### src/rtl/dma_ring_pkg.sv
package dma_ring_pkg;

    localparam int WORD_W = 32;
    localparam int PER_W  = 3;

    // register byte offsets
    localparam logic [7:0] RA_CMD   = 8'h00;
    localparam logic [7:0] RA_STAT  = 8'h0C;
    localparam logic [7:0] RA_ISTAT = 8'h10;
    localparam logic [7:0] RA_ICLR  = 8'h1C;
    localparam logic [7:0] RA_CTRL  = 8'h24;
    localparam logic [7:0] RA_CFG   = 8'h28;
    localparam logic [7:0] RA_FIFO  = 8'h2C;
    localparam logic [7:0] RA_SRC   = 8'h34;
    localparam logic [7:0] RA_TRG   = 8'h3C;
    localparam logic [7:0] RA_TC    = 8'h44;
    localparam logic [7:0] RA_PROG  = 8'h54;

    localparam logic [3:0] DIR_DEV2MEM = 4'd2;
    localparam logic [3:0] DIR_MEM2DEV = 4'd4;
    localparam logic [1:0] MODE_RING   = 2'd2;

    typedef enum logic [1:0] {
        ENG_IDLE,
        ENG_GATE,
        ENG_TAKE,
        ENG_GIVE
    } eng_state_e;

    function automatic logic [4:0] burst_len(input logic [2:0] code);
        case (code)
            3'd1:    burst_len = 5'd1;
            3'd2:    burst_len = 5'd2;
            3'd3:    burst_len = 5'd4;
            3'd4:    burst_len = 5'd8;
            default: burst_len = 5'd16;
        endcase
    endfunction

endpackage

### src/rtl/dma_ring_regs.sv
module dma_ring_regs
    import dma_ring_pkg::*;
#(
    parameter int REG_AW = 8,
    parameter int PROG_W = 16
) (
    input  logic              clk,
    input  logic              rst_n,
    input  logic              wr_en_i,
    input  logic [REG_AW-1:0] addr_i,
    input  logic [31:0]       wdata_i,
    output logic [31:0]       rdata_o,
    input  logic              busy_i,
    input  logic              period_done_i,
    output logic              start_o,
    output logic              stop_o,
    output logic [3:0]        dir_o,
    output logic [3:0]        tx_idx_o,
    output logic [3:0]        rx_idx_o,
    output logic [1:0]        mode_o,
    output logic              flow_o,
    output logic [PER_W-1:0]  src_per_o,
    output logic [PER_W-1:0]  trg_per_o,
    output logic [2:0]        burst_code_o,
    output logic [31:0]       src_o,
    output logic [31:0]       trg_o,
    output logic [27:0]       tcw_o,
    output logic              irq_o
);

    typedef struct packed {
        logic [31:0]       ctrl;
        logic [31:0]       cfg;
        logic [31:0]       fifo;
        logic [31:0]       src;
        logic [31:0]       trg;
        logic [27:0]       tcw;
        logic              run;
        logic              istat;
        logic [PROG_W-1:0] prog;
    } regs_t;

    regs_t r_d, r_q;
    logic  dir_ok;

    always_comb begin
        r_d     = r_q;
        start_o = 1'b0;
        stop_o  = 1'b0;
        dir_ok  = (r_q.ctrl[15:12] == DIR_DEV2MEM) || (r_q.ctrl[15:12] == DIR_MEM2DEV);
        if (!busy_i) begin
            r_d.run = 1'b0;
        end
        if (wr_en_i) begin
            case (addr_i)
                REG_AW'(RA_CMD): begin
                    if (wdata_i[0]) begin
                        if (!busy_i && dir_ok && (r_q.tcw != '0)) begin
                            start_o  = 1'b1;
                            r_d.run  = 1'b1;
                            r_d.prog = '0;
                        end
                    end else begin
                        r_d.run = 1'b0;
                        stop_o  = busy_i;
                    end
                end
                REG_AW'(RA_ICLR): if (wdata_i[0]) r_d.istat = 1'b0;
                REG_AW'(RA_CTRL): if (!busy_i) r_d.ctrl = wdata_i;
                REG_AW'(RA_CFG):  if (!busy_i) r_d.cfg  = wdata_i;
                REG_AW'(RA_FIFO): if (!busy_i) r_d.fifo = wdata_i;
                REG_AW'(RA_SRC):  if (!busy_i) r_d.src  = {wdata_i[31:2], 2'b00};
                REG_AW'(RA_TRG):  if (!busy_i) r_d.trg  = {wdata_i[31:2], 2'b00};
                REG_AW'(RA_TC):   if (!busy_i) r_d.tcw  = wdata_i[29:2];
                default: ;
            endcase
        end
        // a period end wins over a clear in the same cycle
        if (period_done_i) begin
            r_d.istat = 1'b1;
            r_d.prog  = r_q.prog + 1'b1;
        end
    end

    always_ff @(posedge clk or negedge rst_n) begin
        if (!rst_n) begin
            r_q <= '0;
        end else begin
            r_q <= r_d;
        end
    end

    always_comb begin
        case (addr_i)
            REG_AW'(RA_CMD):   rdata_o = {31'd0, r_q.run};
            REG_AW'(RA_STAT):  rdata_o = {31'd0, busy_i};
            REG_AW'(RA_ISTAT): rdata_o = {31'd0, r_q.istat};
            REG_AW'(RA_CTRL):  rdata_o = r_q.ctrl;
            REG_AW'(RA_CFG):   rdata_o = r_q.cfg;
            REG_AW'(RA_FIFO):  rdata_o = r_q.fifo;
            REG_AW'(RA_SRC):   rdata_o = r_q.src;
            REG_AW'(RA_TRG):   rdata_o = r_q.trg;
            REG_AW'(RA_TC):    rdata_o = {2'b00, r_q.tcw, 2'b00};
            REG_AW'(RA_PROG):  rdata_o = 32'(r_q.prog);
            default:           rdata_o = 32'd0;
        endcase
    end

    assign dir_o        = r_q.ctrl[15:12];
    assign tx_idx_o     = r_q.ctrl[31:28];
    assign rx_idx_o     = r_q.ctrl[27:24];
    assign mode_o       = r_q.ctrl[9:8];
    assign flow_o       = r_q.ctrl[1];
    assign src_per_o    = r_q.cfg[28 +: PER_W];
    assign trg_per_o    = r_q.cfg[24 +: PER_W];
    assign burst_code_o = r_q.cfg[22:20];
    assign src_o        = r_q.src;
    assign trg_o        = r_q.trg;
    assign tcw_o        = r_q.tcw;
    assign irq_o        = r_q.istat;


    prog_step_chk: assert property (@(posedge clk) disable iff (!rst_n)
        !start_o |=> (r_q.prog == $past(r_q.prog)) || (r_q.prog == $past(r_q.prog) + 1'b1));


    frozen_cfg_chk: assert property (@(posedge clk) disable iff (!rst_n)
        (busy_i && $past(busy_i)) |-> ($stable(r_q.tcw) && $stable(r_q.ctrl) && $stable(r_q.cfg)));


    irq_src_chk: assert property (@(posedge clk) disable iff (!rst_n)
        $rose(r_q.istat) |-> $past(period_done_i));

endmodule

### src/rtl/dma_ring_seq.sv
module dma_ring_seq
    import dma_ring_pkg::*;
#(
    parameter int NUM_REQ = 11
) (
    input  logic               clk,
    input  logic               rst_n,
    input  logic               start_i,
    input  logic               stop_i,
    input  logic [3:0]         dir_i,
    input  logic [3:0]         tx_idx_i,
    input  logic [3:0]         rx_idx_i,
    input  logic [1:0]         mode_i,
    input  logic               flow_i,
    input  logic [PER_W-1:0]   src_per_i,
    input  logic [PER_W-1:0]   trg_per_i,
    input  logic [2:0]         burst_code_i,
    input  logic [31:0]        src_i,
    input  logic [31:0]        trg_i,
    input  logic [27:0]        tcw_i,
    input  logic [NUM_REQ-1:0] req_lines_i,
    output logic               busy_o,
    output logic               period_done_o,
    output logic               mem_req_o,
    output logic               mem_write_o,
    output logic [31:0]        mem_addr_o,
    output logic [WORD_W-1:0]  mem_wdata_o,
    input  logic [WORD_W-1:0]  mem_rdata_i,
    input  logic               mem_ack_i,
    input  logic               per_rx_valid_i,
    input  logic [WORD_W-1:0]  per_rx_data_i,
    output logic               per_rx_ready_o,
    output logic               per_tx_valid_o,
    output logic [WORD_W-1:0]  per_tx_data_o,
    input  logic               per_tx_ready_i
);

    localparam int OFS_W = 30;

    typedef struct packed {
        eng_state_e        state;
        logic              stop;
        logic [OFS_W-1:0]  ofs;
        logic [27:0]       wcnt;
        logic [PER_W-1:0]  pidx;
        logic [4:0]        blen;
        logic [WORD_W-1:0] data;
    } seq_t;

    seq_t s_d, s_q;

    logic             to_dev;
    logic             ring_mode;
    logic [PER_W-1:0] last_per;
    logic [31:0]      base;
    logic [3:0]       req_idx;
    logic [15:0]      req_ext;
    logic             req_hit;
    logic             fire;
    logic             end_per;
    logic             end_ring;
    logic [31:0]      ring_words;

    always_comb begin
        to_dev     = (dir_i == DIR_MEM2DEV);
        ring_mode  = (mode_i == MODE_RING);
        last_per   = to_dev ? src_per_i : trg_per_i;
        base       = to_dev ? src_i : trg_i;
        req_idx    = to_dev ? tx_idx_i : rx_idx_i;
        req_ext    = 16'(req_lines_i);
        req_hit    = req_ext[req_idx];
        ring_words = (32'(last_per) + 32'd1) * 32'(tcw_i);
        end_per    = (s_q.wcnt == tcw_i - 28'd1);
        end_ring   = (s_q.pidx == last_per);

        s_d            = s_q;
        period_done_o  = 1'b0;
        mem_req_o      = 1'b0;
        mem_write_o    = 1'b0;
        per_rx_ready_o = 1'b0;
        per_tx_valid_o = 1'b0;
        fire           = 1'b0;
        mem_addr_o     = base + {s_q.ofs, 2'b00};
        mem_wdata_o    = s_q.data;
        per_tx_data_o  = s_q.data;

        case (s_q.state)
            ENG_IDLE: begin
                if (start_i) begin
                    s_d.state = ENG_GATE;
                    s_d.stop  = 1'b0;
                    s_d.ofs   = '0;
                    s_d.wcnt  = '0;
                    s_d.pidx  = '0;
                end
            end
            ENG_GATE: begin
                if (s_q.stop) begin
                    s_d.state = ENG_IDLE;
                end else if (!flow_i || req_hit) begin
                    s_d.state = ENG_TAKE;
                    s_d.blen  = burst_len(burst_code_i);
                end
            end
            ENG_TAKE: begin
                if (to_dev) begin
                    mem_req_o = 1'b1;
                    if (mem_ack_i) begin
                        s_d.data  = mem_rdata_i;
                        s_d.state = ENG_GIVE;
                    end
                end else begin
                    per_rx_ready_o = 1'b1;
                    if (per_rx_valid_i) begin
                        s_d.data  = per_rx_data_i;
                        s_d.state = ENG_GIVE;
                    end
                end
            end
            ENG_GIVE: begin
                if (to_dev) begin
                    per_tx_valid_o = 1'b1;
                    fire           = per_tx_ready_i;
                end else begin
                    mem_req_o   = 1'b1;
                    mem_write_o = 1'b1;
                    fire        = mem_ack_i;
                end
                if (fire) begin
                    if (end_per) begin
                        period_done_o = 1'b1;
                        s_d.wcnt      = '0;
                        if (end_ring) begin
                            s_d.pidx = '0;
                            s_d.ofs  = '0;
                        end else begin
                            s_d.pidx = s_q.pidx + 1'b1;
                            s_d.ofs  = s_q.ofs + 1'b1;
                        end
                        s_d.state = (end_ring && !ring_mode) ? ENG_IDLE : ENG_GATE;
                    end else begin
                        s_d.wcnt  = s_q.wcnt + 1'b1;
                        s_d.ofs   = s_q.ofs + 1'b1;
                        s_d.blen  = s_q.blen - 1'b1;
                        s_d.state = (s_q.blen == 5'd1) ? ENG_GATE : ENG_TAKE;
                    end
                end
            end
            default: s_d.state = ENG_IDLE;
        endcase

        if (stop_i && (s_q.state != ENG_IDLE)) begin
            s_d.stop = 1'b1;
        end
    end

    always_ff @(posedge clk or negedge rst_n) begin
        if (!rst_n) begin
            s_q <= '0;
        end else begin
            s_q <= s_d;
        end
    end

    assign busy_o = (s_q.state != ENG_IDLE);


    one_leg_chk: assert property (@(posedge clk) disable iff (!rst_n)
        $onehot0({mem_req_o, per_tx_valid_o, per_rx_ready_o}));


    ring_bound_chk: assert property (@(posedge clk) disable iff (!rst_n)
        mem_req_o |-> (32'(s_q.ofs) < ring_words));


    busy_fall_chk: assert property (@(posedge clk) disable iff (!rst_n)
        $fell(busy_o) |-> ($past(s_q.stop) || !$past(ring_mode)));


    flow_gate_chk: assert property (@(posedge clk) disable iff (!rst_n)
        (s_q.state == ENG_TAKE && $past(s_q.state) == ENG_GATE && flow_i) |-> $past(req_hit));

endmodule

### src/rtl/dma_ring_chan.sv
module dma_ring_chan
    import dma_ring_pkg::*;
#(
    parameter int REG_AW  = 8,
    parameter int PROG_W  = 16,
    parameter int NUM_REQ = 11
) (
    input  logic               clk,
    input  logic               rst_n,
    input  logic               reg_wr,
    input  logic [REG_AW-1:0]  reg_addr,
    input  logic [31:0]        reg_wdata,
    output logic [31:0]        reg_rdata,
    output logic               irq,
    input  logic [NUM_REQ-1:0] req_lines,
    output logic               mem_req,
    output logic               mem_write,
    output logic [31:0]        mem_addr,
    output logic [31:0]        mem_wdata,
    input  logic [31:0]        mem_rdata,
    input  logic               mem_ack,
    input  logic               per_rx_valid,
    input  logic [31:0]        per_rx_data,
    output logic               per_rx_ready,
    output logic               per_tx_valid,
    output logic [31:0]        per_tx_data,
    input  logic               per_tx_ready
);

    logic             busy, period_done, start, stop, flow;
    logic [3:0]       dir, tx_idx, rx_idx;
    logic [1:0]       mode;
    logic [PER_W-1:0] src_per, trg_per;
    logic [2:0]       burst_code;
    logic [31:0]      src, trg;
    logic [27:0]      tcw;

    dma_ring_regs #(.REG_AW(REG_AW), .PROG_W(PROG_W)) u_regs (
        .clk           (clk),
        .rst_n         (rst_n),
        .wr_en_i       (reg_wr),
        .addr_i        (reg_addr),
        .wdata_i       (reg_wdata),
        .rdata_o       (reg_rdata),
        .busy_i        (busy),
        .period_done_i (period_done),
        .start_o       (start),
        .stop_o        (stop),
        .dir_o         (dir),
        .tx_idx_o      (tx_idx),
        .rx_idx_o      (rx_idx),
        .mode_o        (mode),
        .flow_o        (flow),
        .src_per_o     (src_per),
        .trg_per_o     (trg_per),
        .burst_code_o  (burst_code),
        .src_o         (src),
        .trg_o         (trg),
        .tcw_o         (tcw),
        .irq_o         (irq)
    );

    dma_ring_seq #(.NUM_REQ(NUM_REQ)) u_seq (
        .clk            (clk),
        .rst_n          (rst_n),
        .start_i        (start),
        .stop_i         (stop),
        .dir_i          (dir),
        .tx_idx_i       (tx_idx),
        .rx_idx_i       (rx_idx),
        .mode_i         (mode),
        .flow_i         (flow),
        .src_per_i      (src_per),
        .trg_per_i      (trg_per),
        .burst_code_i   (burst_code),
        .src_i          (src),
        .trg_i          (trg),
        .tcw_i          (tcw),
        .req_lines_i    (req_lines),
        .busy_o         (busy),
        .period_done_o  (period_done),
        .mem_req_o      (mem_req),
        .mem_write_o    (mem_write),
        .mem_addr_o     (mem_addr),
        .mem_wdata_o    (mem_wdata),
        .mem_rdata_i    (mem_rdata),
        .mem_ack_i      (mem_ack),
        .per_rx_valid_i (per_rx_valid),
        .per_rx_data_i  (per_rx_data),
        .per_rx_ready_o (per_rx_ready),
        .per_tx_valid_o (per_tx_valid),
        .per_tx_data_o  (per_tx_data),
        .per_tx_ready_i (per_tx_ready)
    );

endmodule

### config.mk
export PLATFORM = sky130hd
export DESIGN_NAME = dma_ring_chan
export DESIGN_NICKNAME = d
export VERILOG_FILES = /design/src/rtl/dma_ring_pkg.sv /design/src/rtl/dma_ring_regs.sv /design/src/rtl/dma_ring_seq.sv /design/src/rtl/dma_ring_chan.sv
export SDC_FILE = /design/constraint.sdc
export NUM_CORES = 1
export LEC_CHECK = 0
export BUFFER_PORTS_ARGS = -buffer_cell sky130_fd_sc_hd__clkbuf_2
export CORE_UTILIZATION = 30
export CTS_CLUSTER_SIZE = 8
export DETAILED_ROUTE_END_ITERATION = 7
export PLACE_DENSITY_LB_ADDON = 0.12
export SLEW_MARGIN = 20
export SYNTH_ARGS = -nofsm -noshare
export SYNTH_HDL_FRONTEND = slang
export SYNTH_SLANG_ARGS = --single-unit
### constraint.sdc
create_clock -name clk -period 12.7 [get_ports clk]
set_input_delay 0.635 -clock clk [delete_from_list [all_inputs] [get_ports clk]]
set_output_delay 0.635 -clock clk [all_outputs]
set_load 0.01 [all_outputs]
==> results of run 1 <==
-- per-layer routing --
layer | vias up | wire, um | track usage
met4 | 2 | 1373 | 0.05512
met3 | 76 | 2505 | 0.03008
met2 | 354 | 25810 | 0.2933
met1 | 6963 | 26130 | 0.2597
li1 | 6491 | - | -
met5 | - | 12 | 0
-- power groups by stage --
| stage | Clock, mW | Sequential, mW | Combinational, mW |
|---|---|---|---|
| final | 1.09 | 1.05 | 0.277 |
| after global routing | 1.16 | 1.05 | 0.306 |
| after CTS | 1.13 | 1.05 | 0.281 |
| after detailed placement | 0 | 1.06 | 0.280 |
| after global placement | 0 | 1.06 | 0.278 |
| after floorplan | 0 | 1.04 | 0.193 |
-- flip-flops by register name, indices dropped and copies added (netlist names), 2 cells and up --
name	count
u_regs.src_per_o	3
u_regs.burst_code_o	3
u_regs.trg_o	30
u_regs.src_o	30
u_regs.tx_idx_o	4
u_regs.r_q	89
u_regs.mode_o	2
u_regs.rx_idx_o	4
u_regs.trg_per_o	3
u_seq.mem_wdata_o	32
u_regs.dir_o	4
u_seq.s_q	69
u_regs.tcw_o	28
-- metrics by stage --
step | std cells | setup WS (ns)
4_1_cts | 2601 | 6.537
6_report | 2601 | 6.550
3_3_place_gp | 2548 | 7.192
3_5_place_dp | 2548 | 7.185
5_1_grt | 2601 | 6.359
2_1_floorplan | 1669 | 7.304
-- how the worst max path moves through the flow --
stage,to,from,cells after the start
2_1_floorplan,mem_addr[30],u_regs.dir_o[3],15
3_3_place_gp,mem_addr[31],u_regs.dir_o[3],14
3_5_place_dp,mem_addr[31],u_regs.dir_o[3],14
4_1_cts,mem_addr[31],u_regs.dir_o[3],14
5_1_grt,mem_addr[30],u_regs.dir_o[3],15
6_report,mem_addr[31],u_regs.dir_o[3],14
-- final cells by class --
type                       instances  share of cell area
tap                              756             0.04668
clock buffer                      51             0.05817
clock inverter                     2            0.001976
inverter                          25            0.004631
multi-input combinational       1190              0.4433
sequential                       303              0.3742
timing repair buffer             274             0.07101
-- cell families after synthesis --
logic type / after synthesis
muxes: 266
xor gates and xnor gates: 93
other: 1
and+or+nand+nor: 464
AOI/OAI and AO/OA: 328
DFF: 303
adders and majority gates: 37
buffers and inverters: 176
-- synth_stat cells (all sizes together) (7+ instances only) --
library cell	n
nand3	59
or3	11
mux2	219
a31oi	41
inv	25
nor4	14
nor3	21
a41oi	9
xor2	37
nand4	11
mux2i	46
nor2b	9
buf	91
and3	29
ha	36
a21o	14
and2	11
or4	13
xnor2	56
o211ai	15
a21oi	95
dfrtp	303
nand2	122
nand2b	25
o21ai	35
o311ai	7
clkbuf	60
nor2	113
a222oi	59
-- critical path: stages (launching register included) --
cell and delay, ns:
dfrtp_1 0.41, nor4b_2 0.31, buf_4 0.30, buf_4 0.73
mux2_2 0.43, ha_1 0.35, a21oi_1 0.27, o21ai_0 0.19
a22o_1 0.24, o311ai_0 0.77, and2_1 0.29, o31ai_1 0.10
a21oi_1 0.19, xnor2_1 0.16, clkbuf_2 0.18
==> results by group, run 1 <==
Layout
  – Fillers: 5723
  – Register area: 0.007582 mm2
  – Final Core Density: 0.3559
  – Nets: 1996
  – Multi-input gate area: 0.008984 mm2
  – Most common cell after layout, fill and taps aside: dfrtp_1
  – Most frequent cells in the layout: 303 x dfrtp_1, 250 x clkbuf_2, 219 x mux2_2
  – Area grow syn2layout: 16.32%
  – Layout cells sized above 1: 0.3117
  – N_diodes: 0
  – Post-route cell area: 0.02026 mm2

Route
  – Pre-antenna DRT Iters: 5
  – Drt wl/cell: 21.46 um
  – Vias: 13890
  – WL final: 55830 um
  – Residual DRC count: 0
  – Drt via density: 5.339
  – DRT iter0 DRCs: 1011
  – Detail Route Antenna Nets: 0

Outcome
  – Run status: complete, no violations

Logic synthesis
  – Yosys reg bits: 303
  – Post-Synth Adder-Cell Area: 0.02701
  – Top cell type's share of synthesized area: 0.4353
  – Largest family of logic cells by synthesized area: multiplexers
  – Synth area leader: dfrtp_1
  – Post-Synth XOR/XNOR Area: 0.04676
  – Compound-cell area share of the yosys netlist: 0.1336
  – EDFF count, synth: 0
  – Avg Synthesized Cell Area: 10.44 um2
  – Simple-gate share of the synthesized area: 0.1344
  – Synth Warn #: 0
  – Ys async rst share: 1.000
  – Cell area after synthesis: 0.01742 mm2
  – Post-synthesis mux area share: 0.1693
  – Sequential share of the synthesized area: 0.4353
  – Primary FF master, synth: dfrtp_1
  – Post-synth cell types: 76
  – Ranking of synthesized cells by area: dfrtp_1 44%, mux2_2 14%, a222oi_1 3.4%
  – Post-Synthesis Cells: 1668

Place
  – GP Congestion: 0.8687
  – Buffers on Ports: 251
  – Dpl hpwl: 39280 um
  – DP Area: 0.01904 mm2

Worst setup path
  – Setup slack, reg-to-reg: 8.00 ns
  – CP Data Required Time: 12.06 ns
  – R2R Path End: u_regs.r_q[15]
  – R2r startpoint: u_regs.tcw_o[3]
  – CP arrival: 5.51 ns
  – Critical Path End Type: primary output
  – Crit Path Class: flop to primary output
  – CP Max Fanout: 60
  – Setup crit start kind: flop
  – R2R depth: 10

CTS
  – Skew-Pair Late Insertion Delay: 0.58 ns
  – Clk pin slew, worst setup/hold paths: 0.05 ns
  – Deepest clock path buffer count: 3
  – Clock tree root buffer cell: clkbuf_16
  – # resized after CTS: 0
  – Post-CTS setup buffer count: 0
  – CTS tree: done
  – Total CTS buffers: 44
  – H-tree Lvls: 2
  – CTS Hold Bufs: 0
  – Clock Sinks: 303

STA
  – Final Max Tran Viols: 0
  – Hold slack: 0.09612 ns
  – Max_slew headroom: 0.2986
  – RSZ-0062 raised after global routing: no
  – Period utilisation layout: 0.4842
  – Min Clock Period, post-route: 6.150 ns
  – Fmax achieved: 0.1626 GHz
  – Post-Route Skew: 0.01422 ns
  – Final hold vios: 0
  – Final setup violation count: 0
  – Worst-Margin Slew: 1.052 ns
  – Setup TNS: 0 ns

Pwr
  – Switching Fraction: 0.2658
  – Sequential power share: 0.434
  – Internal power: 1.770 mW
  – Sw Pwr: 0.6405 mW
  – Peak supply drop: 0.09024 mV
  – Pwr dens: 118.9 mW/mm2
  – Total Power: 2.410 mW
  – Power share of the clock group: 0.451
  – Leakage: 9.659 nW
  – Combinational group share of total power: 0.115

Global routing
  – Number of global-route vias before repair: 13530
  – GRT Overall Usage: 0.1857
  – First-pass GRT wire length: 84120 um
  – Initial antenna violation count: 2
  – Remaining Overflow, GRT: 0
  – Pin count of the biggest net entering global routing: 111

Floorplanning
  – Core area: 0.05693 mm2
  – # IOs: 254
  – Row cnt: 87
  – Width of the die: 243.0 um
  – Die Footprint: 0.05904 mm2
  – Die H: 243.0 um
  – Initial Util: 0.3060

Flow run
  – Max Cap Viol: 0

Min path
  – Hold Crit Class: input pin to async pin
Power figures use the tool's default switching activity.
==> inputs of run 2 (changes only) <==
==> constraint.sdc (replaced) <==
create_clock -name clk -period 5.3 [get_ports clk]
set_input_delay 0.265 -clock clk [delete_from_list [all_inputs] [get_ports clk]]
set_output_delay 0.265 -clock clk [all_outputs]
set_load 0.01 [all_outputs]
==> results by group, run 2 (synthesis results as in run 1) <==
Worst setup path
  – CP arrival: 4.74 ns
  – CP most frequent cell: buf_4
  – Critical Path End Type: primary output
  – Buf/Inv on CP: 3
  – Crit Path Class: flop to primary output
  – Cell family with most CP delay: compound AO/OA/AOI/OAI gates
  – CP Max Fanout: 8
  – Critical path's largest stage delay: 0.46 ns
  – Setup crit start kind: flop
  – Worst path slowest cell: o41a_1
  – Worst path cell trace: nor4b_4, buf_4, mux2_2, fa_1, a21o_1, a211oi_2, o21ai_1, a21oi_1, buf_4, a31oi_1, o41a_1, a221oi_2, nand3_1, o311ai_0, clkbuf_2
  – CP Data Required Time: 5.04 ns

Route
  – Residual DRC count: 0
  – Pre-antenna DRT Iters: 6
  – Detail Route Antenna Nets: 0
  – DRT iter0 DRCs: 1093
  – Vias: 14150
  – Drt via density: 5.305
  – WL final: 57470 um
  – Drt wl/cell: 21.54 um

STA
  – Post-Route Skew: 0.02120 ns
  – Worst-Margin Slew: 1.053 ns
  – Fmax achieved: 0.1997 GHz
  – RSZ-0062 raised after global routing: no
  – Period utilisation layout: 0.9446
  – Min Clock Period, post-route: 5.007 ns
  – Final setup violation count: 0
  – Setup TNS: 0 ns
  – Final Max Tran Viols: 0
  – Max_slew headroom: 0.2961
  – Final hold vios: 0

Floorplanning
  – Width of the die: 243.0 um
  – Die Footprint: 0.05904 mm2
  – Core area: 0.05693 mm2
  – Initial Util: 0.3060
  – Die H: 243.0 um
  – # IOs: 254
  – Row cnt: 87

Layout
  – Fillers: 5690
  – Most frequent cells in the layout: 303 x dfrtp_1, 250 x clkbuf_2, 219 x mux2_2
  – Nets: 2064
  – N_diodes: 0
  – Most common cell after layout, fill and taps aside: dfrtp_1
  – Layout cells sized above 1: 0.3054
  – Area grow syn2layout: 20.19%
  – Final non-filler cell total: 2668
  – Max reg flops: 89
  – Largest Register: u_regs.r_q

Pwr
  – Leakage: 9.949 nW
  – Peak supply drop: 0.1930 mV
  – Pwr dens: 277.8 mW/mm2

Global routing
  – Initial antenna violation count: 1
  – GRT Overall Usage: 0.1922
  – First-pass GRT wire length: 87380 um
  – Remaining Overflow, GRT: 0
  – Pin count of the biggest net entering global routing: 103
  – Number of global-route vias before repair: 14100

Place
  – Placed Instances: 2557
  – Dpl hpwl: 39890 um
  – GP Congestion: 0.8371
  – Buffers on Ports: 251

CTS
  – Clk pin slew, worst setup/hold paths: 0.05 ns
  – CTS tree: done
  – Deepest clock path buffer count: 3
  – H-tree Lvls: 2
  – Clock Sinks: 303
  – Post-CTS setup buffer count: 0
  – Skew-Pair Late Insertion Delay: 0.58 ns
  – Total CTS buffers: 44
  – Clock tree root buffer cell: clkbuf_16

Min path
  – Hold Crit Class: input pin to flop

Flow run
  – Max Cap Viol: 0

Outcome
  – Run status: complete, no violations
==> run 2: layer usage <==
layer,global-route usage,part of all wire
met2,0.3131,0.47
met5,0,0
met4,0.05161,0.020
met3,0.02764,0.042
met1,0.2653,0.46
==> run 2: where the power goes <==
group	internal (mW)	switching, mW
Clock	1.53	1.06
Sequential	2.41	0.101
Combinational	0.323	0.395
Total	4.26	1.55
==> run 2: area by class of cell <==
| class | count | area (um2) | share of cell area |
|---|---|---|---|
| clock buffer | 49 | 1161 | 0.05546 |
| clock inverter | 3 | 45.04 | 0.002151 |
| inverter | 25 | 93.84 | 0.004482 |
| multi-input combinational | 1190 | 9000 | 0.4298 |
| sequential | 303 | 7582 | 0.3621 |
| tap | 756 | 945.9 | 0.04518 |
| timing repair buffer | 342 | 2110 | 0.1008 |
==> run 2: path summary, 6_finish.rpt <==
kind / from / endpoint / slack [ns] / depth (start not counted)
setup / recovery: u_regs.dir_o[3] / mem_addr[30] / 0.29 / 15
hold / removal: reg_wdata[23] / u_regs.tcw_o[21] / 0.03 / 2
setup reg to reg: u_regs.dir_o[3] / u_seq.s_q[35] / 0.69 / 10
hold reg to reg: u_regs.r_q[195] / u_regs.r_q[195] / 0.50 / 1
max in group asynchronous: rst_n / u_regs.r_q[181] / 3.65 / 3
min in group asynchronous: rst_n / u_seq.s_q[95] / 0.31 / 2
==> run 2: stage by stage <==
stage                     total power, mW  utilization  hold slack, ns  setup slack [ns]  area (um2)
after global placement              3.223       0.3358          0.3683            0.6018       19120
after CTS                           5.905       0.3674        0.004941          0.008296       20920
final                               5.816       0.3678         0.02647            0.2934       20940
after floorplan                     2.958            -        -0.03059            0.2739       17420
after detailed placement            3.233       0.3358          0.3664            0.5863       19120
after global routing                6.052       0.3678         0.02404           0.01136       20940
==> run 2: timing repair <==
action	4_1_cts	5_1_grt
hold buffers	59	0
endpoints found under the hold margin	149	0
gates cloned	0	0
endpoints found under the setup margin	1	3
gates resized for setup	1	4
==> inputs of run 3 (changes only) <==
==> constraint.sdc (replaced) <==
create_clock -name clk -period 6.3 [get_ports clk]
set_input_delay 0.315 -clock clk [delete_from_list [all_inputs] [get_ports clk]]
set_output_delay 0.315 -clock clk [all_outputs]
set_load 0.01 [all_outputs]
==> results by group, run 3 (synthesis results as in run 1) <==
Global routing
  – Grt peak-use layer: met2
  – Pin count of the biggest net entering global routing: 111
  – Met3 Use GR: 0.02875
  – Initial antenna violation count: 2
  – Global-route track usage on met1: 0.2620
  – GRT Overall Usage: 0.1878
  – Number of global-route vias before repair: 13690
  – First-pass GRT wire length: 85150 um
  – Routing usage on met2: 0.3040
  – Remaining Overflow, GRT: 0

Layout
  – Max reg flops: 89
  – Area grow syn2layout: 16.51%
  – Post-route cell area: 0.02030 mm2
  – Fillers: 5728
  – Largest Register: u_regs.r_q
  – Most frequent cells in the layout: 303 x dfrtp_1, 250 x clkbuf_2, 219 x mux2_2
  – Layout cells sized above 1: 0.3114
  – N_diodes: 0
  – Most common cell after layout, fill and taps aside: dfrtp_1
  – Nets: 2001

Worst setup path
  – R2R depth: 10
  – Buf/Inv on CP: 2
  – Worst path slowest cell: o41a_1
  – CP Max Fanout: 11
  – Crit Path Class: flop to primary output
  – Critical path endpoint: mem_addr[30]
  – Critical Path Stages: 15
  – Critical path's largest stage delay: 0.45 ns
  – Worst path cell trace: nor4b_2, buf_4, mux2_2, ha_1, fa_1, a21o_1, a211oi_1, o21ai_0, a21oi_1, a31oi_1, o41a_1, a221oi_1, nand3_1, o311ai_0, clkbuf_2
  – Critical Path End Type: primary output
  – Cell family with most CP delay: compound AO/OA/AOI/OAI gates
  – CP startpoint: u_regs.dir_o[3]
  – R2R Path End: u_regs.r_q[7]
  – CP Data Required Time: 5.98 ns
  – CP arrival: 5.22 ns
  – Setup slack, reg-to-reg: 1.62 ns
  – Setup crit start kind: flop
  – R2r startpoint: u_regs.tcw_o[3]

STA
  – Final setup violation count: 0
  – Hold slack: 0.04982 ns
  – Period utilisation layout: 0.8789
  – Fmax achieved: 0.1806 GHz
  – Setup TNS: 0 ns
  – Min Clock Period, post-route: 5.537 ns
  – RSZ-0062 raised after global routing: no
  – Post-Route Skew: 0.02018 ns
  – Final Max Tran Viols: 0
  – Max_slew headroom: 0.2975
  – Worst-Margin Slew: 1.053 ns
  – Final hold vios: 0

CTS
  – CTS tree: done
  – # resized after CTS: 0
  – Clock tree root buffer cell: clkbuf_16
  – Clock Sinks: 303
  – CTS Hold Bufs: 2
  – H-tree Lvls: 2
  – Skew-Pair Late Insertion Delay: 0.58 ns
  – Total CTS buffers: 44
  – Post-CTS setup buffer count: 0
  – Clk pin slew, worst setup/hold paths: 0.05 ns
  – Deepest clock path buffer count: 3

Place
  – Dpl hpwl: 39950 um
  – GP Congestion: 0.8457
  – Buffers on Ports: 251
  – DP Area: 0.01908 mm2

Flow run
  – Max Cap Viol: 0

Floorplanning
  – Die Footprint: 0.05904 mm2
  – Die H: 243.0 um
  – Row cnt: 87
  – Initial Util: 0.3060
  – Width of the die: 243.0 um
  – Core area: 0.05693 mm2
  – # IOs: 254

Pwr
  – Leakage: 9.676 nW
  – Total Power: 4.836 mW
  – Pwr dens: 238.3 mW/mm2
  – Peak supply drop: 0.1772 mV

Route
  – Detail Route Antenna Nets: 0
  – Pre-antenna DRT Iters: 8
  – WL final: 56090 um
  – Vias: 13860
  – Drt wl/cell: 21.52 um
  – DRT iter0 DRCs: 1076
  – Residual DRC count: 0
  – Drt via density: 5.320

Outcome
  – Run status: complete, no violations

Min path
  – Hold Crit Class: input pin to flop
-- run 3: power breakdown --
part           leakage [nW]  switching [mW]  internal (mW)
Clock                 0.590           0.886           1.28
Combinational          4.95           0.320          0.240
Sequential             4.13          0.0837           2.03
Total                  9.68            1.29           3.55
-- run 3: how the worst min path moves through the flow --
stage,startpoint,to,slack (ns),cells after the start
5_1_grt,per_rx_data[18],u_seq.mem_wdata_o[18],0.04,3
2_1_floorplan,rst_n,u_regs.burst_code_o[0],0.02,0
4_1_cts,mem_rdata[20],u_seq.mem_wdata_o[20],0.02,3
6_report,reg_wdata[31],u_regs.tx_idx_o[3],0.05,2
3_3_place_gp,rst_n,u_seq.s_q[95],0.47,1
3_5_place_dp,rst_n,u_seq.s_q[97],0.47,1
-- run 3: final cells by class --
| cell class | count | area (um2) | share of cell area |
|---|---|---|---|
| repair buffers | 279 | 1494 | 0.07360 |
| inverters | 25 | 93.84 | 0.004623 |
| clock buffers | 50 | 1155 | 0.05690 |
| well taps | 756 | 945.9 | 0.04660 |
| flip-flops and latches | 303 | 7582 | 0.3736 |
| clock inverters | 3 | 45.04 | 0.002219 |
| multi-input cells | 1190 | 8981 | 0.4425 |
-- run 3: routing by layer --
metal | share of wire | vias to the layer above
met5 | 0 | -
met4 | 0.017 | 0
met3 | 0.051 | 58
met2 | 0.47 | 359
met1 | 0.46 | 6957
li1 | - | 6489
-- run 3: worst register-to-register path, stage by stage, from the launching register on --
cell,delay (ns)
dfrtp_1,0.49
nor3_1,0.67
nand4_1,0.50
or4_1,0.53
or3_1,0.33
xnor2_1,0.17
nor4b_4,0.51
a41oi_2,0.52
buf_4,0.37
or4_1,0.47
nand2_1,0.07
-- run 3: per-stage QoR --
step / instances / util / setup slack, ns
global route: 2606 / 0.3565 / 0.3606
CTS: 2606 / 0.3565 / 0.6819
finish: 2606 / 0.3565 / 0.7632
floorplan: 1669 / - / 1.224
detailed placement: 2551 / 0.3351 / 1.332
global placement: 2551 / 0.3351 / 1.367
